`src/rtl/qp_pkg.sv`:
```
package qp_pkg;

  localparam int OPC_W = 4;

  localparam logic [OPC_W-1:0] OPC_NOP  = 4'h0;
  localparam logic [OPC_W-1:0] OPC_LDL  = 4'h1;
  localparam logic [OPC_W-1:0] OPC_ADDL = 4'h2;
  localparam logic [OPC_W-1:0] OPC_ANDL = 4'h3;
  localparam logic [OPC_W-1:0] OPC_LDR  = 4'h4;
  localparam logic [OPC_W-1:0] OPC_ADDR = 4'h5;
  localparam logic [OPC_W-1:0] OPC_STR  = 4'h6;

  typedef enum logic [1:0] {
    PH_Q1 = 2'd0,
    PH_Q2 = 2'd1,
    PH_Q3 = 2'd2,
    PH_Q4 = 2'd3
  } phaseE;

  typedef enum logic [1:0] {
    ALU_PASS = 2'd0,
    ALU_ADD  = 2'd1,
    ALU_AND  = 2'd2
  } aluOpE;

  // Strobes from control to datapath
  typedef struct packed {
    logic  irLoad;     // capture instruction word (end of Q1)
    logic  splitLoad;  // split into opcode / operand (end of Q2)
    logic  execLoad;   // register ALU result (end of Q3)
    logic  srcRam;     // ALU source is RAM data instead of operand
    aluOpE aluOp;
    logic  wWrite;     // update W and zero flag (end of Q4)
    logic  ramWrite;   // store W to RAM (Q4)
    logic  pcStep;     // advance program counter (end of Q4)
  } ctrlS;

endpackage

```
`src/rtl/qp_alu.sv`:
```
module qp_alu
  import qp_pkg::*;
#(
  parameter int DATA_W = 8
) (
  input  aluOpE             opSel,
  input  logic [DATA_W-1:0] srcVal,
  input  logic [DATA_W-1:0] accVal,
  output logic [DATA_W-1:0] result
);

  always_comb begin
    unique case (opSel)
      ALU_ADD: result = srcVal + accVal;
      ALU_AND: result = srcVal & accVal;
      default: result = srcVal;
    endcase
  end

endmodule

```
`src/rtl/qp_ctrl.sv`:
```
module qp_ctrl
  import qp_pkg::*;
(
  input  logic             clk,
  input  logic             rstN,
  input  logic [OPC_W-1:0] opcode,
  output phaseE            phase,
  output ctrlS             ctrl
);

  logic  writesW;
  logic  isStore;
  logic  srcRam;
  aluOpE aluOp;

  // Phase generator: Q1 -> Q2 -> Q3 -> Q4 -> Q1
  always_ff @(posedge clk or negedge rstN) begin
    if (!rstN) phase <= PH_Q1;
    else       phase <= phaseE'(phase + 2'd1);
  end

  // Instruction decoder
  always_comb begin
    writesW = 1'b0;
    isStore = 1'b0;
    srcRam  = 1'b0;
    aluOp   = ALU_PASS;
    unique case (opcode)
      OPC_LDL:  writesW = 1'b1;
      OPC_ADDL: begin writesW = 1'b1; aluOp = ALU_ADD; end
      OPC_ANDL: begin writesW = 1'b1; aluOp = ALU_AND; end
      OPC_LDR:  begin writesW = 1'b1; srcRam = 1'b1; end
      OPC_ADDR: begin writesW = 1'b1; srcRam = 1'b1; aluOp = ALU_ADD; end
      OPC_STR:  isStore = 1'b1;
      default:  ;
    endcase
  end

  always_comb begin
    ctrl.irLoad    = (phase == PH_Q1);
    ctrl.splitLoad = (phase == PH_Q2);
    ctrl.execLoad  = (phase == PH_Q3);
    ctrl.srcRam    = srcRam;
    ctrl.aluOp     = aluOp;
    ctrl.wWrite    = (phase == PH_Q4) && writesW;
    ctrl.ramWrite  = (phase == PH_Q4) && isStore;
    ctrl.pcStep    = (phase == PH_Q4);
  end

endmodule

```
`src/rtl/qp_datapath.sv`:
```
module qp_datapath
  import qp_pkg::*;
#(
  parameter int DATA_W = 8,
  parameter int PC_W   = 8
) (
  input  logic                    clk,
  input  logic                    rstN,
  input  ctrlS                    ctrl,
  input  logic [OPC_W+DATA_W-1:0] progData,
  input  logic [DATA_W-1:0]       ramRdata,
  output logic [PC_W-1:0]         progAddr,
  output logic [OPC_W-1:0]        opcode,
  output logic [DATA_W-1:0]       ramAddr,
  output logic [DATA_W-1:0]       ramWdata,
  output logic                    ramWe,
  output logic [DATA_W-1:0]       wReg,
  output logic                    zeroFlag
);

  localparam int INSTR_W = OPC_W + DATA_W;

  logic [PC_W-1:0]    pc;
  logic [INSTR_W-1:0] ir;
  logic [OPC_W-1:0]   opReg;
  logic [DATA_W-1:0]  argReg;
  logic [DATA_W-1:0]  resReg;
  logic [DATA_W-1:0]  aluSrc;
  logic [DATA_W-1:0]  aluOut;

  // Program counter
  always_ff @(posedge clk or negedge rstN) begin
    if (!rstN)            pc <= '0;
    else if (ctrl.pcStep) pc <= pc + 1'b1;
  end

  // Instruction register (Q1) and opcode/operand split (Q2)
  always_ff @(posedge clk or negedge rstN) begin
    if (!rstN) begin
      ir     <= '0;
      opReg  <= OPC_NOP;
      argReg <= '0;
    end else begin
      if (ctrl.irLoad) ir <= progData;
      if (ctrl.splitLoad) begin
        opReg  <= ir[INSTR_W-1:DATA_W];
        argReg <= ir[DATA_W-1:0];
      end
    end
  end

  // ALU operate (Q3)
  assign aluSrc = ctrl.srcRam ? ramRdata : argReg;

  qp_alu #(.DATA_W(DATA_W)) uAlu (
    .opSel  (ctrl.aluOp),
    .srcVal (aluSrc),
    .accVal (wReg),
    .result (aluOut)
  );

  always_ff @(posedge clk or negedge rstN) begin
    if (!rstN)              resReg <= '0;
    else if (ctrl.execLoad) resReg <= aluOut;
  end

  // Write-back (Q4)
  always_ff @(posedge clk or negedge rstN) begin
    if (!rstN) begin
      wReg     <= '0;
      zeroFlag <= 1'b1;
    end else if (ctrl.wWrite) begin
      wReg     <= resReg;
      zeroFlag <= (resReg == '0);
    end
  end

  assign progAddr = pc;
  assign opcode   = opReg;
  assign ramAddr  = argReg;
  assign ramWdata = wReg;
  assign ramWe    = ctrl.ramWrite;

endmodule

```
`src/rtl/quadphase_core.sv`:
```
module quadphase_core
  import qp_pkg::*;
#(
  parameter int DATA_W = 8,
  parameter int PC_W   = 8
) (
  input  logic                    clk,
  input  logic                    rstN,
  output logic [PC_W-1:0]         progAddr,
  input  logic [OPC_W+DATA_W-1:0] progData,
  output logic [DATA_W-1:0]       ramAddr,
  output logic [DATA_W-1:0]       ramWdata,
  output logic                    ramWe,
  input  logic [DATA_W-1:0]       ramRdata,
  output logic [DATA_W-1:0]       wReg,
  output logic                    zeroFlag,
  output logic [1:0]              phase
);

  ctrlS             ctrl;
  phaseE            phaseQ;
  logic [OPC_W-1:0] opcode;

  qp_ctrl uCtrl (
    .clk    (clk),
    .rstN   (rstN),
    .opcode (opcode),
    .phase  (phaseQ),
    .ctrl   (ctrl)
  );

  qp_datapath #(.DATA_W(DATA_W), .PC_W(PC_W)) uPath (
    .clk      (clk),
    .rstN     (rstN),
    .ctrl     (ctrl),
    .progData (progData),
    .ramRdata (ramRdata),
    .progAddr (progAddr),
    .opcode   (opcode),
    .ramAddr  (ramAddr),
    .ramWdata (ramWdata),
    .ramWe    (ramWe),
    .wReg     (wReg),
    .zeroFlag (zeroFlag)
  );

  assign phase = phaseQ;

endmodule

```
`config.mk`:
```
export PLATFORM = sky130hd
export DESIGN_NAME = quadphase_core
export DESIGN_NICKNAME = d
export VERILOG_FILES = /design/src/rtl/qp_pkg.sv /design/src/rtl/qp_alu.sv /design/src/rtl/qp_ctrl.sv /design/src/rtl/qp_datapath.sv /design/src/rtl/quadphase_core.sv
export SDC_FILE = /design/constraint.sdc
export NUM_CORES = 1
export LEC_CHECK = 0
export ABC_AREA = 1
export BUFFER_PORTS_ARGS = -buffer_cell sky130_fd_sc_hd__buf_2
export CORE_ASPECT_RATIO = 1.75
export CORE_MARGIN = 4
export CORE_UTILIZATION = 55
export DETAILED_ROUTE_END_ITERATION = 16
export PLACE_DENSITY_LB_ADDON = 0.1
export SKIP_LAST_GASP = 1
export SLEW_MARGIN = 20
export SYNTH_ARGS = -nofsm -noshare
export SYNTH_HDL_FRONTEND = slang
export SYNTH_SLANG_ARGS = --single-unit
```
`constraint.sdc`:
```
create_clock -name clk -period 2.4 [get_ports clk]
set_input_delay 0.6 -clock clk [delete_from_list [all_inputs] [get_ports clk]]
set_output_delay 0.6 -clock clk [all_outputs]
set_load 0.02 [all_outputs]
```
==> metrics.csv, run 1 <==
stage,metric,value,unit
logic_synthesis,Seq cells post-synth,51,
floorplan,# IOs,58,
layout,ANT cells,0,
timing,Slew @ Worst Pin,0.680,ns
global_route,largest net degree at the start of global routing,28,
layout,cell area after layout,3230,um2
clock_tree,"CTS clk-pin slew, worst paths",0.09,ns
drt,Vias,2223,
timing,smallest hold slack,0.292,ns
critical_path,CP arrival,2.39,ns
layout,Filler cells,476,
logic_synthesis,post-synth top area cell,dfrtp_1,
power_and_ir_drop,Tot Pwr,2.11,mW
critical_path,CP max stage cell,dfrtp_1,
power_and_ir_drop,LEAKAGE,1.76,nW
timing,Max Fclk,457,MHz
logic_synthesis,number of flops mapped to enable cells by yosys,0,
floorplan,Die Y,103,um
logic_synthesis,synth unique cells,36,
layout,synthesis-to-finish area growth,13.0,%
global_route,Total GRT Usage,18.4,%
critical_path,Crit path max-delay family,adder cells,
drt,first-iteration detailed-routing DRC count,73,
place,# placed instances,421,
logic_synthesis,"top cells by count, synth","nand2_1 (69), dfrtp_1 (50), inv_1 (49)",
critical_path,CP required,2.60,ns
floorplan,die area,6460,um2
timing,clk_skew,0.00531,ns
drt,Post-route DRC,0,
clock_tree,Post-CTS Resized,0,
critical_path,CP Max Fanout,12,
logic_synthesis,ys async rst share,100,%
logic_synthesis,Netlist Area Pre-Place,2860,um2
power_and_ir_drop,Psw,0.662,mW
clock_tree,Bufs on Longest Clock Path,2,
global_route,Overflow after GRT,0,
min_path,Worst Hold Class,in2async,
status,status,finished clean,
floorplan,Starting Density,57.0,%
place,Final HPWL DP,4.44,mm
logic_synthesis,"Seq/Total Area, Yosys",44.7,%
logic_synthesis,dominant synthesized flop cell,dfrtp_1,
clock_tree,htree depth,2,
logic_synthesis,Post-Syn Instances,327,
layout,Final Net Count,413,
critical_path,CP Class,reg2reg,
place,Port Buf Inserts,57,
timing,Max-slew headroom,54.7,%
place,Post-DP Area,3110,um2
power_and_ir_drop,part of the power in registers,46.3,%
drt,wire length per cell,13.0,um
logic_synthesis,top-count cell post-synth,nand2_1,
floorplan,die width,62.5,um
clock_tree,Num CTS Buffers,5,
logic_synthesis,Syn Nets,366,
floorplan,Cell Rows,34,
logic_synthesis,Synth top area share,43.8,%
critical_path,Crit. End Element,flop,
timing,Final Cycle Share,91.2,%
clock_tree,# Post-CTS Setup Buffers,0,
clock_tree,CTS tree,done,
drt,final WL,5.57,mm
place,Final Wtd Congestion,0.890,
power_and_ir_drop,Sw Share,31.3,%
critical_path,CP most frequent cell,nand2_1,
layout,fraction of layout cells with a size suffix above 1,26.1,%
global_route,antenna violations before repair,0,
timing,RSZ-0062 raised after global routing,false,
floorplan,core box area,5020,um2
global_route,number of global-route vias before repair,2175,
drt,average vias per placed instance,5.18,
logic_synthesis,synth top area cells,"dfrtp_1 (44%), nand2_1 (9.1%), ha_1 (7.0%), inv_1 (6.4%), mux2_2 (3.5%)",
power_and_ir_drop,pwr/cell area,655,nW/um2
timing,Final Hold Viols,0,
drt,1st-pass router iterations,4,
timing,Finish-stage setup viols,0,
power_and_ir_drop,worst vdd ir,411,uV
timing,min Tclk post-route,2.19,ns
critical_path,Buf/Inv on CP,1,
clock_tree,Worst-Skew Late Latency,0.30,ns
critical_path,Worst setup SP type,flop,
critical_path,Worst path max stage delay,0.44,ns
clock_tree,Clock Sinks,51,
logic_synthesis,Ys Warns,0,
clock_tree,Hold Buf Count CTS,0,
timing,setup_tns,0,ns
global_route,first-pass GRT wire length,9.51,mm
drt,Routed Antenna Nets,0,
power_and_ir_drop,internal power,1.45,mW
power_and_ir_drop,combinational fraction of design power,24.4,%
power_and_ir_drop,clock network power share,29.3,%
clock_tree,CTS root buf,clkbuf_8,
logic_synthesis,Avg Inst Size Synth,8.74,um2
timing,final slew viol count,0,
critical_path,worst path cell trace,"nand3_4, clkinv_4, nand2_2, o21ai_2, ha_1, fa_1, a21oi_1, and2_1, o21ai_0, nand2_1, nand2_1",
job,max_cap viols,0,
layout,Final Non-Filler Cells,429,
==> final cells by class <==
cell class,count,area (um2),area share [%]
Clock inverter,2,35.0,1.08
Clock buffer,6,82.6,2.56
Multi-Input combinational cell,205,1250,38.8
Timing Repair Buffer,59,313,9.69
Sequential cell,51,1280,39.6
Inverter,52,200,6.20
Tap cell,54,67.6,2.09
==> layout by cell type, fill, tap and decap left out <==
cell | synthesis | routed
a21oi_1 | 13 | 13
a22o_1 | 3 | 3
and2_1 | 1 | 1
buf_12 | 1 | 1
buf_2 | 2 | 57
buf_4 | 10 | 1
bufinv_16 | 0 | 1
clkbuf_8 | 0 | 6
clkinv_2 | 0 | 1
clkinv_4 | 1 | 1
dfrtp_1 | 50 | 50
dfstp_2 | 1 | 1
fa_1 | 1 | 1
ha_1 | 16 | 16
inv_1 | 49 | 49
inv_2 | 2 | 2
mux2_1 | 1 | 1
mux2_2 | 9 | 9
nand2_1 | 69 | 69
nand2_2 | 3 | 3
nand2_4 | 4 | 4
nand3_1 | 14 | 14
nand3_4 | 1 | 1
nand3b_1 | 1 | 1
nand4_1 | 1 | 1
nor2_1 | 14 | 14
nor3_1 | 1 | 1
nor3_2 | 2 | 2
nor4_1 | 1 | 1
o211ai_1 | 1 | 1
o21a_1 | 2 | 2
o21ai_0 | 20 | 20
o21ai_1 | 9 | 9
o21ai_2 | 7 | 7
o22ai_1 | 3 | 3
or2_2 | 1 | 1
xnor2_1 | 1 | 1
xor2_1 | 6 | 6
==> sequential cells by signal, indices dropped and copies added (netlist names) <==
register and flops:
uPath.opcode 4, uPath.ramAddr 8, uPath.resReg 8, uPath.ir 12, uPath.progAddr 8, uPath.zeroFlag 1
uPath.ramWdata 8, uCtrl.phase 2
==> power groups by stage <==
stage	Sequential, mW	Combinational, mW	Clock, mW
2_1_floorplan	1.03	0.348	0
3_3_place_gp	0.994	0.504	0
3_5_place_dp	0.998	0.516	0
4_1_cts	0.980	0.519	0.628
5_1_grt	0.991	0.580	0.677
6_report	0.979	0.515	0.620
==> metal layers <==
| layer | track usage, % | up-vias | part of all wire [%] |
|---|---|---|---|
| met5 | 0 | - | 0 |
| met1 | 21.0 | 1041 | 41 |
| li1 | - | 1124 | - |
| met3 | 3.46 | 10 | 4.6 |
| met2 | 33.6 | 48 | 52 |
| met4 | 8.16 | 0 | 2.2 |
==> final timing paths <==
path                                                from                       endpoint  slack, ns  cells after the start
max                          uPath.opcode[2]$_DFFE_PN0N_    uPath.resReg[4]$_DFFE_PN0N_       0.21                     11
min                                                 rstN  uPath.progAddr[4]$_DFFE_PN0P_       0.29                      1
max reg2reg                  uPath.opcode[2]$_DFFE_PN0N_    uPath.resReg[4]$_DFFE_PN0N_       0.21                     11
min reg2reg                uPath.progAddr[7]$_DFFE_PN0P_  uPath.progAddr[7]$_DFFE_PN0P_       0.47                      1
max in group asynchronous                           rstN   uPath.ramAddr[1]$_DFFE_PN0N_       1.56                      2
min in group clk           uPath.progAddr[7]$_DFFE_PN0P_  uPath.progAddr[7]$_DFFE_PN0P_       0.47                      1
==> cell families (layout without fill, tap and decap cells) <==
| kind of cell | after synthesis | count (layout) | synth area share [%] |
|---|---|---|---|
| AO/OA/AOI/OAI | 58 | 58 | 11.9 |
| flip-flops | 51 | 51 | 44.7 |
| buffers and inverters | 71 | 119 | 11.5 |
| adder cells (fa/ha/maj) | 17 | 17 | 7.70 |
| XOR/XNOR | 7 | 7 | 2.14 |
| multiplexers | 10 | 10 | 3.94 |
| AND/OR/NAND/NOR | 113 | 113 | 18.2 |
==> through the flow <==
step | setup slack, ns | utilization, %
final | 0.210 | 64.3
after global routing | 0.0465 | 64.3
after CTS | 0.207 | 64.3
after detailed placement | 0.220 | 62.0
after global placement | 0.295 | 62.0
after floorplan | 0.344 | -
Power figures use the tool's default switching activity.
==> inputs of run 2 (changes only) <==
- RECOVER_POWER: not set -> 100
==> run 2 against run 1 <==
Against the previous run:
- clock skew down 0.00050 ns
- worst hold slack improved by 0.18 ns
- sequential power hardly changed
- critical endpoint unchanged
==> metrics.csv, run 2 (synthesized netlist as in run 1, its figures left out) <==
stage,metric,value,unit
status,status,finished clean,
clock_tree,Bufs on Longest Clock Path,2,
layout,synthesis-to-finish area growth,10.2,%
timing,Final Hold Viols,0,
place,Final HPWL DP,4.44,mm
clock_tree,CTS root buf,clkbuf_8,
power_and_ir_drop,pwr/cell area,664,nW/um2
power_and_ir_drop,internal power,1.43,mW
timing,Max-slew headroom,10.2,%
layout,fraction of layout cells with a size suffix above 1,14.9,%
global_route,number of global-route vias before repair,2175,
drt,Post-route DRC,0,
floorplan,core box area,5020,um2
clock_tree,Worst-Skew Late Latency,0.30,ns
critical_path,CP required,2.60,ns
clock_tree,Hold Buf Count CTS,0,
power_and_ir_drop,combinational fraction of design power,23.5,%
timing,RSZ-0062 raised after global routing,false,
layout,Final Net Count,413,
power_and_ir_drop,LEAKAGE,1.63,nW
drt,average vias per placed instance,5.17,
critical_path,CP Max Fanout,12,
clock_tree,Num CTS Buffers,5,
drt,Routed Antenna Nets,0,
timing,Slew @ Worst Pin,1.35,ns
global_route,antenna violations before repair,0,
global_route,largest net degree at the start of global routing,28,
power_and_ir_drop,worst vdd ir,410,uV
min_path,Worst Hold Class,reg2reg,
drt,first-iteration detailed-routing DRC count,77,
clock_tree,"CTS clk-pin slew, worst paths",0.09,ns
critical_path,worst reg2reg path depth,11,
clock_tree,htree depth,2,
floorplan,# IOs,58,
global_route,Total GRT Usage,18.4,%
floorplan,Die Y,103,um
min_path,Hold Crit Depth,1,
place,Port Buf Inserts,57,
layout,Largest register FFs,12,
critical_path,Worst setup SP type,flop,
critical_path,Crit. End Element,flop,
timing,Final Cycle Share,92.8,%
layout,ANT cells,0,
power_and_ir_drop,Psw,0.660,mW
clock_tree,Post-CTS Resized,0,
timing,smallest hold slack,0.469,ns
power_and_ir_drop,clock network power share,29.6,%
clock_tree,CTS tree,done,
global_route,Overflow after GRT,0,
timing,setup_tns,0,ns
floorplan,die width,62.5,um
floorplan,Cell Rows,34,
floorplan,Starting Density,57.0,%
clock_tree,# Post-CTS Setup Buffers,0,
layout,most frequent cells in the layout,"nand2_1 (71), dfrtp_1 (50), inv_1 (49), clkbuf_1 (37), o21ai_0 (25)",
clock_tree,Clock Sinks,51,
global_route,first-pass GRT wire length,9.51,mm
layout,"most common cell after layout, fill and taps aside",nand2_1,
place,Final Wtd Congestion,0.890,
drt,final WL,5.58,mm
drt,wire length per cell,13.0,um
power_and_ir_drop,Sw Share,31.5,%
job,max_cap viols,0,
timing,Max Fclk,449,MHz
timing,clk_skew,0.00481,ns
floorplan,die area,6460,um2
critical_path,CP arrival,2.43,ns
layout,largest register by flop count,uPath.ir,
power_and_ir_drop,part of the power in registers,46.9,%
power_and_ir_drop,Tot Pwr,2.09,mW
critical_path,CP Class,reg2reg,
timing,final slew viol count,0,
timing,Finish-stage setup viols,0,
drt,Vias,2217,
drt,1st-pass router iterations,4,
timing,min Tclk post-route,2.23,ns
-- run 2: critical path: stages, from the launching register on --
cell and delay (ns):
dfrtp_1 0.44, nand3_4 0.15, clkinv_4 0.15, nand2_1 0.09, o21ai_1 0.09, ha_1 0.23, fa_1 0.44, a21oi_1 0.20
and2_1 0.14, o21ai_0 0.08, nand2_1 0.06, nand2_1 0.04
-- run 2: power by group through the flow --
stage	clock (mW)	sequential (mW)	combinational, mW
2_1_floorplan	0	1.03	0.348
5_1_grt	0.677	0.994	0.559
6_report	0.619	0.981	0.491
3_5_place_dp	0	0.998	0.516
4_1_cts	0.628	0.980	0.519
3_3_place_gp	0	0.994	0.504
-- run 2: metal layers --
metal / GRT usage [%] / part of all wire [%]
met2: 33.6 / 52
met4: 8.16 / 2.2
met1: 21.0 / 41
met3: 3.46 / 4.5
met5: 0 / 0
-- run 2: metrics by stage --
step	instance area (um2)	setup WS (ns)	instances	util (%)
3_5_place_dp	3110	0.220	421	62.0
2_1_floorplan	2860	0.344	327	-
3_3_place_gp	3110	0.295	421	62.0
4_1_cts	3230	0.207	429	64.3
5_1_grt	3150	0.0444	429	62.7
6_report	3150	0.174	429	62.7
-- run 2: final timing paths --
path / from / end / slack (ns)
worst max register to register: uPath.opcode[2]$_DFFE_PN0N_ / uPath.resReg[4]$_DFFE_PN0N_ / 0.17
min in group asynchronous: rstN / uPath.progAddr[4]$_DFFE_PN0P_ / 0.58
max in group asynchronous: rstN / uPath.ramAddr[1]$_DFFE_PN0N_ / 0.52
worst max-delay path: uPath.opcode[2]$_DFFE_PN0N_ / uPath.resReg[4]$_DFFE_PN0N_ / 0.17
worst min register to register: uPath.progAddr[7]$_DFFE_PN0P_ / uPath.progAddr[7]$_DFFE_PN0P_ / 0.47
worst min-delay path: uPath.progAddr[7]$_DFFE_PN0P_ / uPath.progAddr[7]$_DFFE_PN0P_ / 0.47
-- run 2: layout make-up --
| class | instances | area, um2 |
|---|---|---|
| fill | 503 | 1870 |
| timing repair buffer | 59 | 251 |
| tap | 54 | 67.6 |
| sequential | 51 | 1280 |
| clock inverter | 2 | 35.0 |
| inverter | 52 | 200 |
| multi-input combinational | 205 | 1230 |
| clock buffer | 6 | 82.6 |
